--- config.mk ---
export PLATFORM = sky130hd
export DESIGN_NAME = rgb_chan_seq
export DESIGN_NICKNAME = d
export VERILOG_FILES = /design/src/rtl/rgb_chan_seq.sv
export SDC_FILE = /design/constraint.sdc
export NUM_CORES = 1
export LEC_CHECK = 0
export ABC_AREA = 1
export CAP_MARGIN = 20
export CORE_MARGIN = 10
export CORE_UTILIZATION = 30
export DETAILED_ROUTE_END_ITERATION = 16
export DONT_BUFFER_PORTS = 1
export PLACE_DENSITY = 0.48
export SYNTH_ARGS = -nofsm -noshare
export SYNTH_HDL_FRONTEND = slang
export SYNTH_SLANG_ARGS = --single-unit
--- constraint.sdc ---
create_clock -name clk -period 1.2 [get_ports clk]
set_input_delay 0.24 -clock clk [delete_from_list [all_inputs] [get_ports clk]]
set_output_delay 0.24 -clock clk [all_outputs]
set_load 0.01 [all_outputs]
--- src/rtl/rgb_chan_seq.sv ---
module rgb_chan_seq #(
  parameter int LAT = 4
) (
  input  logic       clk,
  input  logic       rst_n,
  input  logic       line_start_n,
  input  logic       single_ch,
  input  logic [1:0] color_ptr,
  input  logic       ext_sel_n,
  input  logic [1:0] ext_pick,
  output logic [1:0] chan_sel,
  output logic [1:0] tag,
  output logic       tag_vld,
  output logic       bad_code
);
  localparam int CW = $clog2(LAT + 1);
  localparam logic [CW-1:0] FULL = CW'(LAT);

  logic          use_code;
  logic [1:0]    code;
  logic          reserved;
  logic [1:0]    rot_next;
  logic [CW-1:0] cnt;
  logic [1:0]    pipe [LAT];

  assign use_code = !ext_sel_n || single_ch;
  assign code     = !ext_sel_n ? ext_pick : color_ptr;
  assign reserved = use_code && (code == 2'd3);
  assign rot_next = (chan_sel == 2'd2) ? 2'd0 : chan_sel + 2'd1;

  always_ff @(posedge clk or negedge rst_n) begin
    if (!rst_n) begin
      chan_sel <= 2'd0;
      bad_code <= 1'b0;
    end else if (!line_start_n) begin
      chan_sel <= 2'd0;
      bad_code <= 1'b0;
    end else if (reserved) begin
      bad_code <= 1'b1;
    end else begin
      bad_code <= 1'b0;
      chan_sel <= use_code ? code : rot_next;
    end
  end

  always_ff @(posedge clk or negedge rst_n) begin
    if (!rst_n)
      cnt <= '0;
    else if (!line_start_n)
      cnt <= '0;
    else if (cnt != FULL)
      cnt <= cnt + 1'b1;
  end

  always_ff @(posedge clk or negedge rst_n) begin
    if (!rst_n) begin
      for (int i = 0; i < LAT; i++) pipe[i] <= 2'd0;
    end else begin
      pipe[0] <= chan_sel;
      for (int i = 1; i < LAT; i++) pipe[i] <= pipe[i-1];
    end
  end

  assign tag     = pipe[LAT-1];
  assign tag_vld = (cnt == FULL);


  line_start_red_chk: assert property (@(posedge clk) disable iff (!rst_n)
    !line_start_n |=> (chan_sel == 2'd0) && !bad_code);


  rotate_step_chk: assert property (@(posedge clk) disable iff (!rst_n)
    (line_start_n && ext_sel_n && !single_ch) |=>
      (chan_sel != $past(chan_sel)) && (chan_sel != 2'd3) && !bad_code);


  ext_force_chk: assert property (@(posedge clk) disable iff (!rst_n)
    (line_start_n && !ext_sel_n && ext_pick != 2'd3) |=> chan_sel == $past(ext_pick));


  reserved_hold_chk: assert property (@(posedge clk) disable iff (!rst_n)
    (line_start_n && !ext_sel_n && ext_pick == 2'd3) |=> bad_code && $stable(chan_sel));


  vld_drop_chk: assert property (@(posedge clk) disable iff (!rst_n)
    !line_start_n |=> !tag_vld);


  vld_keep_chk: assert property (@(posedge clk) disable iff (!rst_n)
    (tag_vld && line_start_n) |=> tag_vld);


  tag_legal_chk: assert property (@(posedge clk) disable iff (!rst_n)
    tag_vld |-> tag != 2'd3);
endmodule

Word-level counts from Yosys, hierarchy flattened:

Index checks and enable logic that the tools add are counted.
Widths: inputs -> output; s select.

* input port bits: 9
* register bits: 14
* logic and storage cells: 27
* output and inout port bits: 6
* latch bits: 0
* bits in writable memories: 0
* memories kept: 0
* ROM bits: 0

* bitwise logic cells: 0
* div/mod/pow operators: 0
* magnitude comparators: 0
* shift operators: 0
* reduce and logical (&&, ||, !) cells: 3
* multiplexer cells: 9
* $mul: 0
* $add $sub $neg: 2
* equal/unequal tests: 6

Operators with widths (number)
* $mux 2: 5
* $mux 3: 2
* $eq 2x2->1 const B: 2
* $add 3x1->3 const B: 1
* $eq 3x3->1 const B: 1
* $ne 3x3->1 const B: 1
* $add 2x1->2 const B: 1
* $mux 1: 2
* $ne 2x1->1 const B: 1
* $ne 2x2->1 const B: 1
* $logic_and 1x1->1: 1
* $logic_not 1->1: 1
* $logic_or 1x1->1: 1

Logic depth before layout (Yosys ltp):

Gate-level depths: netlist of run 1.

* word-level depth: 5
* depth in mapped cells: 7
* mapped depth without buffers: 7

Least setup slack after synthesis of run 1:

OpenSTA, ideal clock, no wires.

* path kind: reg2reg
* start point: reg cnt[0]
* end point: reg cnt[2]
* setup slack: 220 ps
* stages on the path, launching flop included: 7
* arrival time: 857 ps
* required time: 1077 ps
* library setup time: 123 ps
* path buffers: 0
* period minus slack after synthesis: 980 ps
* path through: dfrtp_1 -> inv_1 -> ha_1 -> nand2_1 -> inv_2 -> nand2_1 -> o21ai_1

* word-level cells in the longest chain between the ends: 3
* elaborated cells on any way between the ends: 5
* classes of those cells: add/sub: 1; eq/ne: 2; mux: 2

RTL lines
* start, declared: line 23 `logic [CW-1:0] cnt;`
* start signal, assigned: line 52 `cnt <= cnt + 1'b1;`
* $add 3x1->3: line 52
* $mux 3: line 51 `else if (cnt != FULL)`
* $mux 3: line 49 `else if (!line_start_n)`

Several ways; a longest one is shown, not always the timed one. The select of a mux whose other input is x is not followed.
A chain may end at the register's enable or synchronous reset.

Worst setup path in the final report of run 1:

* start point: reg cnt[1]
* end point: out tag_vld

* word-level cells in the longest chain between the ends: 1

RTL lines
* $eq 3x3->1: line 65 `assign tag_vld = (cnt == FULL);`
* end, declared: line 13 `output logic tag_vld,`

No other way between the ends.

==> results of run 1 <==
registers in the layout (all words and copies together), names as in the netlist:
name	flops
bad_code	1
chan_sel	2
cnt	3
pipe	6
tag	2
what timing repair did:
item | 4_1_cts | 5_1_grt
setup buffers | 5 | 1
hold buffers | 1 | 0
gates cloned | 0 | 0
endpoints found under the setup margin | 1 | 1
gates resized for setup | 7 | 0
endpoints found under the hold margin | 14 | 0
pin swaps | 1 | 0
final cells by class:
cell class | instances | area [um^2]
Timing Repair Buffer | 7 | 55.05
Tap cell | 25 | 31.28
Fill cell | 178 | 1054
Inverter | 6 | 25.02
Sequential cell | 14 | 350.3
Multi-Input combinational cell | 31 | 193.9
Clock buffer | 4 | 36.28
cell usage after synthesis:
cell type,count,area share
inv_1,3,0.020
o21ai_0,1,0.0089
dfrtp_1,14,0.62
buf_4,2,0.027
a21oi_2,1,0.016
o21ai_1,3,0.027
nand2_1,11,0.073
nand3_1,4,0.036
nand3_2,1,0.018
nor2_1,2,0.013
inv_2,3,0.020
xnor2_1,1,0.016
nand2_2,4,0.045
nand3b_1,1,0.013
ha_1,2,0.045
logic make-up (layout without fill, tap and decap cells):
group,Yosys count,in the layout,synth area share
fa+ha+maj,2,2,0.04454
simple gates,23,23,0.1982
flops,14,14,0.6236
buf+inv,8,17,0.06680
compound gates,5,5,0.05121
xor+xnor,1,1,0.01559
worst reg2reg max path, cell delays in order, from the launching register on:
cell and delay [ps]:
dfrtp_1 390, buf_4 130, buf_4 120, ha_1 200, xnor2_1 140, o21ai_1 80
metrics by stage:
step	instance area, um^2	utilization
3_3_place_gp	578.1	0.3312
2_1_floorplan	561.8	-
4_1_cts	684.4	0.3921
6_report	691.9	0.3964
5_1_grt	691.9	0.3964
3_5_place_dp	578.1	0.3312
final timing paths:
path / end / slack, ps / depth (start not counted)
max in group asynchronous: pipe[7]$_DFF_PN0_ / 420 / 1
min in group asynchronous: tag[1]$_DFF_PN0_ / 400 / 1
max: tag_vld / -50 / 4
min reg2reg: pipe[3]$_DFF_PN0_ / 350 / 0
min: bad_code$_DFF_PN0_ / 100 / 2
max reg2reg: cnt[2]$_DFFE_PN0P_ / 30 / 5
layer usage:
| metal | global-route usage | share of wire | routed length [um] |
|---|---|---|---|
| met5 | 0 | 0 | 0 |
| met4 | 0.008197 | 0 | 0 |
| met3 | 0.04947 | 0.12 | 112 |
| met2 | 0.07868 | 0.47 | 444 |
| met1 | 0.05162 | 0.41 | 381 |
power breakdown:
group | leakage, uW | total, uW | internal, uW | switching, uW
sequential | 0.000185 | 599 | 542 | 57.3
clock | 0.0000210 | 319 | 184 | 135
combinational | 0.000149 | 357 | 197 | 161
==> results.md, run 1 <==
* Status: finished with violations
* Failing checks: negative setup slack
* Hold_sp: line_start_n
* Max_slew headroom at 0.6117
* Worst Tran Pin Value at 580.5 ps
* Congestion Overflow GR at 0
* Global placer's final weighted congestion at 0.7519
* Final count of negative-setup-slack endpoints at 1
* Total GRT Usage at 0.05180
* # diodes at 0
* Initial core utilization at 0.3219
* Post-synthesis cell area at 561.8 um^2
* H-tree levels at 1
* HPWL after detailed placement at 724.2 um
* Root Buffer: clkbuf_4
* WP data arrival at 1010 ps
* Drc violations at 0
* CTS tree: done
* Largest net degree at the start of global routing at 15
* Setup crit start: cnt[1]$_DFFE_PN0P_
* Syn-to-layout area delta at 23.16%
* Commonest non-fill, non-tap cells in the layout: dfrtp_1, nand2_1, buf_4
* NumNets Final at 74
* First-pass GRT wire length at 1635 um
* Floorplan core area at 1745 um^2
* CP required at 960 ps
* Final worst setup slack at -50.35 ps
* Nature of the critical path endpoint: primary output
* Syn_nets at 64
* Synth unique cells at 15
* Cts bufs inserted at 3
* Reg2reg start: cnt[0]$_DFFE_PN0P_
* Ys Warns at 0
* Post-Synthesis Cells at 53
* Worst skew pair latency at 270 ps
* Commonest non-fill, non-tap cell in the layout: dfrtp_1
* Die ar. at 4004 um^2
* Post-route ant nets at 0
* Critical path buffers and inverters at 2
* Period utilisation layout at 1.042
* Place WS at 100.3 ps
* Crit-path max FO at 2
* Sequential element share of the synthesized area at 0.6236
* Avg Inst Size Synth at 10.60 um^2
* Fmax at 0.7998 GHz
* Largest stage delay, worst path at 400 ps
* Initial drt markers at 7
* Synthesized flop and latch total at 14
* Routed len/inst at 10.77 um
* CP Launch Type: register
* Vias post-DR at 372
* Hold crit path type: in -> reg
* Total I/O pin count at 15
* Final hold slack at 98.45 ps
* Placed instance count at 76
* Vias in the first global route at 393
* Initial antenna violation count at 0
* Die extent in x at 63.28 um
* Final Max Slew Viols at 0
* Layout Cells excl Fill at 87
* Pwr dens at 1843 nW/um^2
* Critical-path top delay cell: dfrtp_1
* Crit path max-delay family: flip-flops
* Critical path class: reg -> out
* CP cell instances: inv_2 > ha_4 > nand2_4 > inv_4
* Clk pin slew, worst setup/hold paths at 80 ps
* Fin crit period at 1250 ps
* Max Cap Viol at 0
* Die H at 63.28 um
* Peak VDD IR at 0.8416 mV
* Clk buf depth at 2
* Final wirelength at 937 um
* CTS sink cnt at 14
* RSZ-0062 raised after global routing: true
* Final setup skew at 2.043 ps
* LEAKAGE at 0.0003551 uW
* Via/cell ratio at 4.276
* Final hold violation count at 0
* Buffers on Ports at 0
* First drt pass iteration count at 4
* Final Power at 1275 uW
* Final setup TNS at -50.35 ps
* Fraction of layout cells with a size suffix above 1 at 0.3710
* Row count at 15
Note: power is estimated with default switching activity, not from simulation.
==> inputs of run 2 (changes only) <==
ABC_AREA = unset   (was 1)
GPL_ROUTABILITY_DRIVEN = 0   (was unset)
==> results.md, run 2 <==
* Status: finished with violations
* Failing checks: negative setup slack
* Via/cell ratio at 4.456 (+4.2%)
* Vias post-DR at 352 (-5.4%)
* Largest net degree at the start of global routing at 15 (unchanged)
* Congestion Overflow GR at 0 (unchanged)
* RSZ-0062 raised after global routing: true
* Period utilisation layout at 1.052 (+0.01013)
* Synth top area share at 0.6034 (-0.02016)
* Initial core utilization at 0.3256 (+0.003750)
* Row count at 15 (unchanged)
* Final Max Slew Viols at 0 (unchanged)
* Post-synth EDFFs at 0 (unchanged)
* Crit-path max FO at 2 (unchanged)
* Sequential element share of the synthesized area at 0.6034 (-0.02016)
* Clk buf depth at 2 (unchanged)
* LEAKAGE at 0.0003314 uW (-6.7%)
* Initial antenna violation count at 0 (unchanged)
* Worst Tran Pin Value at 597.2 ps (+16.72 ps)
* Vias in the first global route at 382 (-2.8%)
* Placed Area at 600.6 um^2 (+3.9%)
* Crit. path cell count at 4 (unchanged)
* Max reg flops at 6 (unchanged)
* NumNets Final at 66 (-11%)
* Fmax at 0.7921 GHz (-0.96%)
* Die H at 63.99 um (+1.1%)
* Final worst setup slack at -62.51 ps (-12.16 ps)
* Total I/O pin count at 15 (unchanged)
* CTS tree: done
* Synthesized flop and latch total at 14 (unchanged)
* Register Area at 350.3 um^2 (unchanged)
* Fraction of layout cells with a size suffix above 1 at 0.2963 (-0.07467)
* Fin area at 691.9 um^2 (unchanged)
* Sequential share of power at 0.532 (+0.062)
* Critical path class: reg -> out
* # diodes at 0 (unchanged)
* Clk pin slew, worst setup/hold paths at 80 ps (about the same)
* Post-synthesis cell area at 580.6 um^2 (+3.3%)
* Int Power at 767.6 uW (-17%)
* Post-synthesis xor/xnor area fraction at 0.01509 (-0.0005040)
* Async SR Flop Fraction at 1.000 (unchanged)
* Pwr dens at 1443 nW/um^2 (-22%)
* CP required at 960 ps (about the same)
* Worst skew pair latency at 280 ps (about the same)
* Placed instance count at 71 (-6.6%)
* Max Cap Viol at 0 (unchanged)
* Final wirelength at 993 um (+6.0%)
* Max_slew headroom at 0.6005 (-0.01118)
* WP data arrival at 1020 ps (about the same)
* Final setup skew at 2.842 ps (+0.7990 ps)
* Combinational family with the most area after synthesis: simple AND/OR/NAND/NOR gates
* Place WS at 34.41 ps (-65.93 ps)
* Largest regs: pipe (6), cnt (3)
* Largest stage delay, worst path at 390 ps (about the same)
* Final hold violation count at 0 (unchanged)
* Compound-cell area share of the yosys netlist at 0.1056 (+0.05438)
* Final setup TNS at -62.51 ps (-12.16 ps)
* Nature of the critical path endpoint: primary output
* Mux cell area share after synthesis at 0.01724 (+0.01724)
* HPWL after detailed placement at 769.2 um (+6.2%)
* Drc violations at 0 (unchanged)
* H-tree levels at 1 (unchanged)
* CP Launch Type: register
* Comb power frac at 0.139 (-0.141)
* Fin crit period at 1263 ps (+12.16 ps)
* Hold Path Stages at 1 (-1)
* Avg Inst Size Synth at 12.35 um^2 (+17%)
* Hold crit path type: in -> reg
* Switch Pwr at 231.1 uW (-34%)
* Post-route ant nets at 0 (unchanged)
* Critical path buffers and inverters at 2 (unchanged)
* Core Util, Final at 0.3881 (-0.008346)
* First-pass GRT wire length at 1683 um (+2.9%)
* Main synth FF type: dfrtp_1
* Syn_nets at 58 (-9.4%)
* Total GRT Usage at 0.05422 (+0.002418)
* CP cell instances: inv_2 > ha_4 > nand2_4 > inv_4
* Die ar. at 4095 um^2 (+2.3%)
* Top-count cell post-synth: dfrtp_1
* Final count of negative-setup-slack endpoints at 1 (unchanged)
* Root Buffer: clkbuf_4
* Layout Cells excl Fill at 79 (-9.2%)
* First drt pass iteration count at 4 (unchanged)
* Clock Power Share at 0.328 (+0.078)
* CTS sink cnt at 14 (unchanged)
* Syn-to-layout area delta at 19.18%
* Peak VDD IR at 0.4768 mV (-43%)
* R2R depth at 6 (+1)
* Area of the multi-input gates at 209.0 um^2 (+7.7%)
* Synth unique cells at 24 (+9)
* Cts bufs inserted at 3 (unchanged)
* Ys Warns at 0 (unchanged)
* Synth area leader: dfrtp_1
* Buffers on Ports at 0 (unchanged)
* Reg with most FFs: pipe
* Routed len/inst at 12.57 um (+17%)
* Fillers at 178 (unchanged)
* Switching share of total power at 0.2314 (-0.04520)
* Synth top area cells: dfrtp_1, ha_1, a21boi_0, a21boi_1, buf_4
* Die extent in x at 63.99 um (+1.1%)
* Floorplan core area at 1783 um^2 (+2.2%)
* Initial drt markers at 15 (+8)
* Post-Synth Adder-Cell Area at 0.04310 (-0.001440)
* Commonest non-fill, non-tap cells in the layout: dfrtp_1, buf_4, clkbuf_4
* Commonest non-fill, non-tap cell in the layout: dfrtp_1
* Post-Synthesis Cells at 47 (-11%)
* Commonest cells post-synth: dfrtp_1, inv_1
* Critical-path top delay cell: dfrtp_1
* Crit path max-delay family: flip-flops
* Post-Synth Simple-Gate Area at 0.1444 (-0.05382)
[run 2: cell families after synthesis]
group / Yosys count
buffers and inverters: 7
multiplexers: 1
AND/OR/NAND/NOR: 13
adder cells (fa/ha/maj): 2
AO/OA/AOI/OAI: 9
XOR/XNOR: 1
flip-flops: 14
[run 2: cell type report]
type,count,area share
multi-input cells,26,0.3020
well taps,25,0.04521
flip-flops and latches,14,0.5063
repair buffers,6,0.06872
clock buffers,4,0.05244
inverters,4,0.02532
[run 2: power by group through the flow]
stage / combinational [uW] / clock (uW) / sequential (uW)
after detailed placement: 85.1 / 0 / 539
after CTS: 121 / 350 / 530
after global placement: 81.4 / 0 / 538
after global routing: 161 / 369 / 537
final: 139 / 328 / 531
after floorplan: 77.0 / 0 / 535
[run 2: timing repair]
| item | 4_1_cts | 5_1_grt |
|---|---|---|
| endpoints found under the hold margin | 14 | 0 |
| gates resized for setup | 4 | 4 |
| setup buffers | 3 | 0 |
| pin swaps | 1 | 2 |
| endpoints found under the setup margin | 1 | 2 |
| hold buffers | 1 | 0 |
[run 2: worst register-to-register path, cell delays in order (launching register included)]
cell and delay (ps):
dfrtp_1 390, inv_2 90, ha_4 150, nand2_4 60, buf_4 140, xnor2_1 110, and2_1 130
[run 2: final timing paths]
kind | from | endpoint | slack (ps)
min in group asynchronous | rst_n | pipe[7]$_DFF_PN0_ | 400
hold / removal | line_start_n | chan_sel[1]$_DFFE_PN0P_ | 70
max in group asynchronous | rst_n | cnt[2]$_DFFE_PN0P_ | 410
setup reg to reg | cnt[0]$_DFFE_PN0P_ | cnt[0]$_DFFE_PN0P_ | 20
setup / recovery | cnt[0]$_DFFE_PN0P_ | tag_vld | -60
hold reg to reg | pipe[3]$_DFF_PN0_ | tag[1]$_DFF_PN0_ | 350
[run 2: through the flow]
stage	power (uW)	hold WS, ps
floorplan	611.7	-55.59
global placement	619.2	-55.12
detailed placement	624.3	-55.08
CTS	1000	55.45
global route	1066	56.72
finish	998.7	73.00
[run 2: per-layer routing]
metal  up-vias  GRT usage  routed length [um]
li1        172          -                   -
met1       163    0.05812                 436
met2        17    0.06716                 419
met3         0    0.04530                 137
met4         0    0.04098                   0
met5         -          0                   0
